==> src/rtl/wcdma_pkg.sv <==
package wcdma_pkg;
    localparam int REG_WC   = 0;
    localparam int REG_ADDR = 1;
    localparam int REG_CSR  = 2;
    localparam int REG_DATA = 3;
    localparam int NREG     = 4;

    localparam int B_ERR   = 15;
    localparam int B_ATTN  = 13;
    localparam int B_RDY   = 7;
    localparam int B_IE    = 6;
    localparam int B_EXT   = 4;
    localparam int B_WAKE  = 3;
    localparam int B_DIR   = 1;
    localparam int B_GO    = 0;

    typedef enum logic [2:0] {
        ST_IDLE,
        ST_FETCH,
        ST_PUSH,
        ST_PULL,
        ST_STORE
    } st_e;
endpackage

==> src/rtl/wcdma_host_dec.sv <==
module wcdma_host_dec #(
    parameter int DW   = 16,
    parameter int NR   = 4,
    parameter int OFSW = 3
) (
    input  logic            we,
    input  logic [OFSW-1:0] ofs,
    input  logic [DW-1:0]   wdata,
    output logic [NR-1:0]   sel,
    output logic            go,
    output logic            abort_pat
);
    import wcdma_pkg::*;
    localparam int IW = OFSW - 1;

    for (genvar i = 0; i < NR; i++) begin : g_sel
        assign sel[i] = we && (ofs[OFSW-1:1] == IW'(i));
    end

    assign go        = wdata[B_GO];
    assign abort_pat = wdata[B_ATTN] && wdata[B_WAKE] && wdata[B_IE];

    logic unused_bit;
    assign unused_bit = ofs[0];
endmodule

==> src/rtl/wcdma_step.sv <==
module wcdma_step #(
    parameter int DW = 16,
    parameter int AW = 18
) (
    input  logic [DW-1:0] wc,
    input  logic [AW-1:0] addr,
    output logic [DW-1:0] wc_next,
    output logic [AW-1:0] addr_next,
    output logic          last
);
    localparam int BYTES_PER_WORD = DW / 8;

    assign wc_next   = wc + DW'(1);
    assign addr_next = addr + AW'(BYTES_PER_WORD);
    assign last      = (wc_next == '0);
endmodule

==> src/rtl/wcdma_ctrl.sv <==
module wcdma_ctrl #(
    parameter int DW = 16,
    parameter int XW = 2
) (
    input  logic                 clk,
    input  logic                 rst_n,
    input  logic                 reg_we,
    input  logic [2:0]           reg_addr,
    input  logic [DW-1:0]        reg_wdata,
    output logic [DW-1:0]        reg_rdata,
    output logic                 irq,
    output logic                 mem_req,
    output logic                 mem_we,
    output logic [DW+XW-1:0]     mem_addr,
    output logic [DW-1:0]        mem_wdata,
    input  logic                 mem_gnt,
    input  logic                 mem_err,
    input  logic [DW-1:0]        mem_rdata,
    output logic                 pout_valid,
    input  logic                 pout_ready,
    output logic [DW-1:0]        pout_data,
    input  logic                 pin_valid,
    output logic                 pin_ready,
    input  logic [DW-1:0]        pin_data
);
    import wcdma_pkg::*;

    localparam int AW   = DW + XW;
    localparam int OFSW = $clog2(NREG) + 1;

    typedef struct packed {
        st_e            state;
        logic [DW-1:0]  wc;
        logic [AW-1:0]  addr;
        logic [DW-1:0]  data;
        logic           ie;
        logic           dir;
        logic           wake;
        logic           rdy;
        logic           err;
        logic           attn;
    } ctl_t;

    ctl_t q, d;

    logic [NREG-1:0] sel;
    logic            go_bit, abort_pat;
    logic [DW-1:0]   wc_inc;
    logic [AW-1:0]   addr_inc;
    logic            last_word;
    logic            busy;

    wcdma_host_dec #(.DW(DW), .NR(NREG), .OFSW(OFSW)) u_dec (
        .we        (reg_we),
        .ofs       (reg_addr),
        .wdata     (reg_wdata),
        .sel       (sel),
        .go        (go_bit),
        .abort_pat (abort_pat)
    );

    wcdma_step #(.DW(DW), .AW(AW)) u_step (
        .wc        (q.wc),
        .addr      (q.addr),
        .wc_next   (wc_inc),
        .addr_next (addr_inc),
        .last      (last_word)
    );

    assign busy       = (q.state != ST_IDLE);
    assign mem_req    = (q.state == ST_FETCH) || (q.state == ST_STORE);
    assign mem_we     = (q.state == ST_STORE);
    assign mem_addr   = q.addr;
    assign mem_wdata  = q.data;
    assign pout_valid = (q.state == ST_PUSH);
    assign pout_data  = q.data;
    assign pin_ready  = (q.state == ST_PULL);
    assign irq        = q.ie && (q.rdy || q.attn);

    always_comb begin
        reg_rdata = '0;
        case (reg_addr[2:1])
            2'(REG_WC):   reg_rdata = q.wc;
            2'(REG_ADDR): reg_rdata = q.addr[DW-1:0];
            2'(REG_CSR): begin
                reg_rdata[B_ERR]          = q.err;
                reg_rdata[B_ATTN]         = q.attn;
                reg_rdata[B_RDY]          = q.rdy;
                reg_rdata[B_IE]           = q.ie;
                reg_rdata[B_EXT +: XW]    = q.addr[AW-1:DW];
                reg_rdata[B_WAKE]         = q.wake;
                reg_rdata[B_DIR]          = q.dir;
            end
            default:      reg_rdata = q.data;
        endcase
    end

    always_comb begin
        d = q;
        if (!busy) begin
            if (sel[REG_WC])   d.wc = reg_wdata;
            if (sel[REG_ADDR]) d.addr[DW-1:0] = reg_wdata;
            if (sel[REG_DATA]) d.data = reg_wdata;
            if (sel[REG_CSR]) begin
                d.ie             = reg_wdata[B_IE];
                d.dir            = reg_wdata[B_DIR];
                d.wake           = reg_wdata[B_WAKE];
                d.addr[AW-1:DW]  = reg_wdata[B_EXT +: XW];
                d.rdy            = 1'b0;
                d.err            = 1'b0;
                d.attn           = 1'b0;
                if (go_bit) begin
                    if (q.wc == '0)
                        d.rdy = 1'b1;
                    else
                        d.state = reg_wdata[B_DIR] ? ST_PULL : ST_FETCH;
                end
            end
        end else if (sel[REG_CSR] && abort_pat) begin
            d.state = ST_IDLE;
            d.attn  = 1'b1;
        end else begin
            case (q.state)
                ST_FETCH: if (mem_gnt) begin
                    if (mem_err) begin
                        d.err   = 1'b1;
                        d.rdy   = 1'b1;
                        d.state = ST_IDLE;
                    end else begin
                        d.data  = mem_rdata;
                        d.state = ST_PUSH;
                    end
                end
                ST_PUSH: if (pout_ready) begin
                    d.wc   = wc_inc;
                    d.addr = addr_inc;
                    if (last_word) begin
                        d.rdy   = 1'b1;
                        d.state = ST_IDLE;
                    end else begin
                        d.state = ST_FETCH;
                    end
                end
                ST_PULL: if (pin_valid) begin
                    d.data  = pin_data;
                    d.state = ST_STORE;
                end
                ST_STORE: if (mem_gnt) begin
                    if (mem_err) begin
                        d.err   = 1'b1;
                        d.rdy   = 1'b1;
                        d.state = ST_IDLE;
                    end else begin
                        d.wc   = wc_inc;
                        d.addr = addr_inc;
                        if (last_word) begin
                            d.rdy   = 1'b1;
                            d.state = ST_IDLE;
                        end else begin
                            d.state = ST_PULL;
                        end
                    end
                end
                default: d.state = ST_IDLE;
            endcase
        end
    end

    always_ff @(posedge clk) begin
        if (!rst_n) begin
            q <= '{state: ST_IDLE, default: '0};
        end else begin
            q <= d;
        end
    end
endmodule

==> config.mk <==
export PLATFORM = sky130hd
export DESIGN_NAME = wcdma_ctrl
export DESIGN_NICKNAME = d
export VERILOG_FILES = /design/src/rtl/wcdma_pkg.sv /design/src/rtl/wcdma_host_dec.sv /design/src/rtl/wcdma_step.sv /design/src/rtl/wcdma_ctrl.sv
export SDC_FILE = /design/constraint.sdc
export NUM_CORES = 1
export LEC_CHECK = 0
export CAP_MARGIN = 10
export CORE_UTILIZATION = 32
export CTS_CLUSTER_SIZE = 30
export DETAILED_ROUTE_END_ITERATION = 12
export GPL_TIMING_DRIVEN = 0
export PLACE_DENSITY = 0.66
export SLEW_MARGIN = 20
export SYNTH_ARGS = -nofsm -noshare
export SYNTH_HDL_FRONTEND = slang
export SYNTH_SLANG_ARGS = --single-unit
==> constraint.sdc <==
create_clock -name clk -period 5.3 [get_ports clk]
set_input_delay 0.53 -clock clk [delete_from_list [all_inputs] [get_ports clk]]
set_output_delay 0.53 -clock clk [all_outputs]
set_load 0.05 [all_outputs]
# After elaboration in Yosys (flattened, before gate mapping)
# Cells that the tools add are included.
[classes]
add_sub_neg = 2
eq_ne = 26
mux = 49
bitwise_logic = 1
n_reduce_logical = 28
[op_table]
columns = ["operator", "count"]
rows = [
  ["$mux W16", 6],
  ["$mux W37", 2],
  ["$pmux W34 S2", 1],
  ["$mux W53", 1],
  ["$mux W50", 1],
  ["$mux W34", 1],
  ["$logic_not A16 Y1", 2],
  ["$pmux W16 S2", 1],
  ["$pmux W5 S3", 2],
  ["$ne A3 B3 Y1 const B", 9],
  ["$mux W3", 8],
  ["$reduce_and A6 Y1", 4],
  ["$pmux W1 S3", 7],
  ["$reduce_and A7 Y1", 3],
  ["$ne A4 B3 Y1 const B", 5],
  ["$add A18 B2 Y18 const B", 1],
  ["$mux W2", 9],
  ["$add A16 B1 Y16 const B", 1],
  ["$pmux W3 S4", 1],
  ["$reduce_bool A2 Y1", 5],
  ["$logic_and A1 B1 Y1", 8],
  ["$mux W1", 8],
  ["$eq A3 B2 Y1 const B", 2],
  ["$ne A3 B2 Y1 const B", 2],
  ["other kinds (12)", 16],
]
[totals]
regBits = 59
inputBits = 58
out_inout_bits = 71
word_cells = 117

# Logic depth before layout (Yosys ltp)
[depth]
depth_word = 8
depth_mapped = 9
ltp_nobuf = 8

# Modules after synthesis
# From an unflattened synthesis, not the netlist that was laid out.
[hier_totals]
hier_cells = 545
area_unflattened_um2 = 4674.5
[by_module_without_submodules]
columns = ["module", "instances", "cells_each", "area_per_inst_um2", "seq_area_each_um2"]
rows = [
  ["wcdma_ctrl", 1, 444, 3917.5, 1181.1],
  ["wcdma_step", 1, 95, 705.7, 0.0],
  ["wcdma_host_dec", 1, 6, 51.3, 0.0],
]

# Worst setup path before layout
# Ideal clock, no wire load.
[synth_path]
path_type = "register to output"
start = "register q[56] (netlist name)"
end = "output mem_we"
arrival_time_ns = 1.851
required_ns = 4.770
setup_slack_ns = 2.919
path_stages_with_launch = 4
n_path_buf = 2
path_cell_list = "dfxtp_1 -> buf_2 -> buf_1 -> nor3_1"
[synth_between]
elab_chain_len = 1
[synth_lines]
columns = ["element", "line", "text"]
rows = [
  ["start, declared", "wcdma_ctrl.sv:44", "ctl_t q, d;"],
  ["start signal, assigned", "wcdma_ctrl.sv:171", "q <= '{state: ST_IDLE, default: '0};"],
  ["start signal, assigned", "wcdma_ctrl.sv:173", "q <= d;"],
  ["$eq A3 B3 Y1", "wcdma_ctrl.sv:72", "assign mem_we = (q.state == ST_STORE);"],
  ["end, declared", "wcdma_ctrl.sv:13", "output logic mem_we,"],
]
# Every way passes these cells.

# Worst setup path in the final report
[layout_path]
start = "input reg_addr[2]"
end = "output reg_rdata[14]"
[layout_between]
elab_chain_len = 2
elab_cells_between_ends = 4
classes_between = "2 x eq/ne; 1 x mux; 1 x reduce/logical"
[layout_lines]
columns = ["element", "line", "text"]
rows = [
  ["start, declared", "wcdma_ctrl.sv:8", "input logic [2:0] reg_addr,"],
  ["$eq A2 B2 Y1 (tied with other cells)", "wcdma_ctrl.sv:82", "case (reg_addr[2:1])"],
  ["$pmux W1 S3 (*)", "wcdma_ctrl.sv:82", ""],
  ["end, declared", "wcdma_ctrl.sv:10", "output logic [DW-1:0] reg_rdata,"],
]
# Every way passes the cells marked *; elsewhere a longest branch is shown, timed or not.

==> reports/results.txt <==
Status - finished clean
DR vias/cell - 5.489
Clock-pin slew on the worst setup and hold paths - 0.05 ns
Most frequent cells after synthesis - 67 x nand2_1, 59 x dfxtp_1, 52 x nor2_1
Final TNS setup - 0 ns
Arrival time at the worst endpoint - 3.27 ns
P per Cell Area - 269.6 mW/mm2
Initial antenna violation count - 0
Worst vdd ir - 0.1441 mV
Rows - 43
Gpl congestion - 0.9030
CTS buffer count - 9
Synth area leader - dfxtp_1
Detailed Place HPWL - 13,650 um
Clock tree buffer depth - 2
Unique cell type count in the Yosys netlist - 58
CP endpoint kind - output pin
DRC viols - 0
Synth top area share - 0.2558
Data required, critical path - 4.77 ns
Period utilization - 0.7173
Critical path class - input pin to output pin
Post-synth top flop - dfxtp_1
Asr flop ratio synth - 0
Routed vias - 5,044
Max Slew Vio Count - 0
Dpl cell area - 0.006113 mm2
First-pass iteration count of the detailed router - 5
CP max FO - 10
Hold-fix buffers, CTS - 0
Setup crit start kind - input pin
Pint - 1187 uW
RSZ-0062 raised after global routing - no
IO Pins - 129
Slowest CP cell - clkdlybuf4s50_1
CTS tree - built
#FFs+latches synth - 59
Die H - 122.1 um
Mapped Area - 0.004617 mm2
Hold Crit Class - flip-flop to flip-flop
Layout Nets - 795
Crit path largest cell delay - 0.70 ns
Min Hold Slack - 0.4694 ns
Final setup viols - 0
P_leak - 0.002525 uW
Number of flops mapped to enable cells by yosys - 0
Clk_lat worst skew - 0.34 ns
Largest net degree at the start of global routing - 11
Initial core utilization - 0.3301
Switching part of the total - 0.3204
Area Overhead vs Synth - 40.24%
Cell Count, Final, Fillers Out - 919
Setup ws final - 1.498 ns
Clk_skew - 0.006559 ns
Syn_nets - 657
Placed cells - 903
Cts repair resizes - 0
Max Cap Viol - 0
WL final - 17,890 um
Input/output buffers - 127
Setup WS pre-CTS - 1.535 ns
Sequential share of power - 0.293
First-iteration detailed-routing DRC count - 649
Root buf cell - clkbuf_16
Antenna diode count - 0
Gr ovfl total - 0
Die width - 122.1 um
Vias in the first global route - 4,758
Switching Power - 559.3 uW
Synth area leaders - dfxtp_1 26%, buf_4 8.3%, nand2_1 5.4%
FMAX - 0.2630 GHz
Num Clock Sinks - 59
Share of layout cells above drive strength 1 - 0.1570
Core area - 0.01399 mm2
Most common cell in the netlist - nand2_1
Warnings from Yosys - 0
All-layer global routing usage - 0.2445
Avg WL per Cell - 19.46 um
Post-route design area - 0.006475 mm2
Worst slew pin tran - 0.7630 ns
Final hold violation count - 0
Clock group share of total power - 0.408
CP cell instances - clkdlybuf4s50_1 -> buf_2 -> buf_1 -> mux2_2 -> a22o_1 -> clkdlybuf4s50_1
Final ANT Viol Nets - 0
Relative slew slack - 0.4913
Syn_area_per_cell - 7.747 um2
Crit path top cell by count - clkdlybuf4s50_1
Tmin final - 3.802 ns
H-tree levels - 3
Post-Syn Instances - 596
Combinational share of power - 0.299
Die Area - 0.01491 mm2
Register area share after synthesis - 0.2558
Setup Buffers After CTS - 0
Global-route wire length before repair - 27,270 um
## final cells by class
cell class                 instances  area, um2
fill                            1420       7513
multi-input combinational        436       2828
timing repair buffer             127       1271
sequential                        59       1181
buffer                            96      589.3
clock buffer                      12      266.5
tap                              180      225.2
clock inverter                     4      95.09
inverter                           5      18.77
## state kept, by name, indices dropped and copies added, names as in the netlist
name and count:
q 25, mem_addr 18, mem_wdata 16
## cell families after synthesis
logic type               count (synthesis)  synth area share
XOR/XNOR                                 6           0.01138
flip-flops                              59            0.2558
AND/OR/NAND/NOR                        229            0.2477
buffers and inverters                  101            0.1317
AO/OA/AOI/OAI                          161            0.2412
adder cells (fa/ha/maj)                  3          0.008131
multiplexers                            37            0.1041
## routing by layer
layer  global-route usage  part of all wire  wire length, um
met5                    0                 0                0
met4              0.09680             0.025              456
met3              0.04073             0.071             1270
met2               0.3944              0.47             8346
met1               0.3231              0.44             7816
## final timing paths
check	from	endpoint	slack [ns]	depth (start not counted)
max reg2reg	q[40]$_SDFFE_PN0P_	q[57]$_SDFFE_PN0P_	2.90	7
max	reg_addr[2]	reg_rdata[14]	1.50	6
min reg2reg	q[4]$_SDFFE_PN0P_	q[4]$_SDFFE_PN0P_	0.47	2
min	q[4]$_SDFFE_PN0P_	q[4]$_SDFFE_PN0P_	0.47	2
## worst max-delay path, delay by kind of cell
kind	cells	cell delay [ns]
buffers and inverters	4	2.10
multiplexers	1	0.44
AO/OA/AOI/OAI	1	0.20
## power by group through the flow
| stage | clock network (uW) | registers (uW) | logic [uW] |
|---|---|---|---|
| after CTS | 714 | 510 | 518 |
| after detailed placement | 0 | 519 | 516 |
| after global placement | 0 | 518 | 513 |
| after global routing | 734 | 515 | 549 |
| final | 712 | 512 | 521 |
| after floorplan | 0 | 504 | 341 |
## cells in the final DEF, fill, tap and decap left out, drive strengths merged, types with 6 or more instances in the layout
| cell | n |
|---|---|
| nor3 | 15 |
| buf | 76 |
| nor2 | 52 |
| o221a | 6 |
| mux4 | 8 |
| a21boi | 20 |
| nand4 | 9 |
| a21oi | 25 |
| nor2b | 21 |
| nand3 | 25 |
| clkdlybuf4s50 | 127 |
| and4 | 6 |
| clkbuf | 32 |
| a22o | 13 |
| mux2 | 8 |
| a21o | 8 |
| a31oi | 21 |
| nand2 | 68 |
| o21ai | 37 |
| dfxtp | 59 |
| mux2i | 21 |
| and3 | 7 |
## per-stage QoR
stage / utilization / power (uW)
3_5_place_dp: 0.4370 / 1036
5_1_grt: 0.4629 / 1797
2_1_floorplan: - / 845.5
3_3_place_gp: 0.4370 / 1031
6_report: 0.4629 / 1746
4_1_cts: 0.4629 / 1743
(Power assumes the default switching activity.)
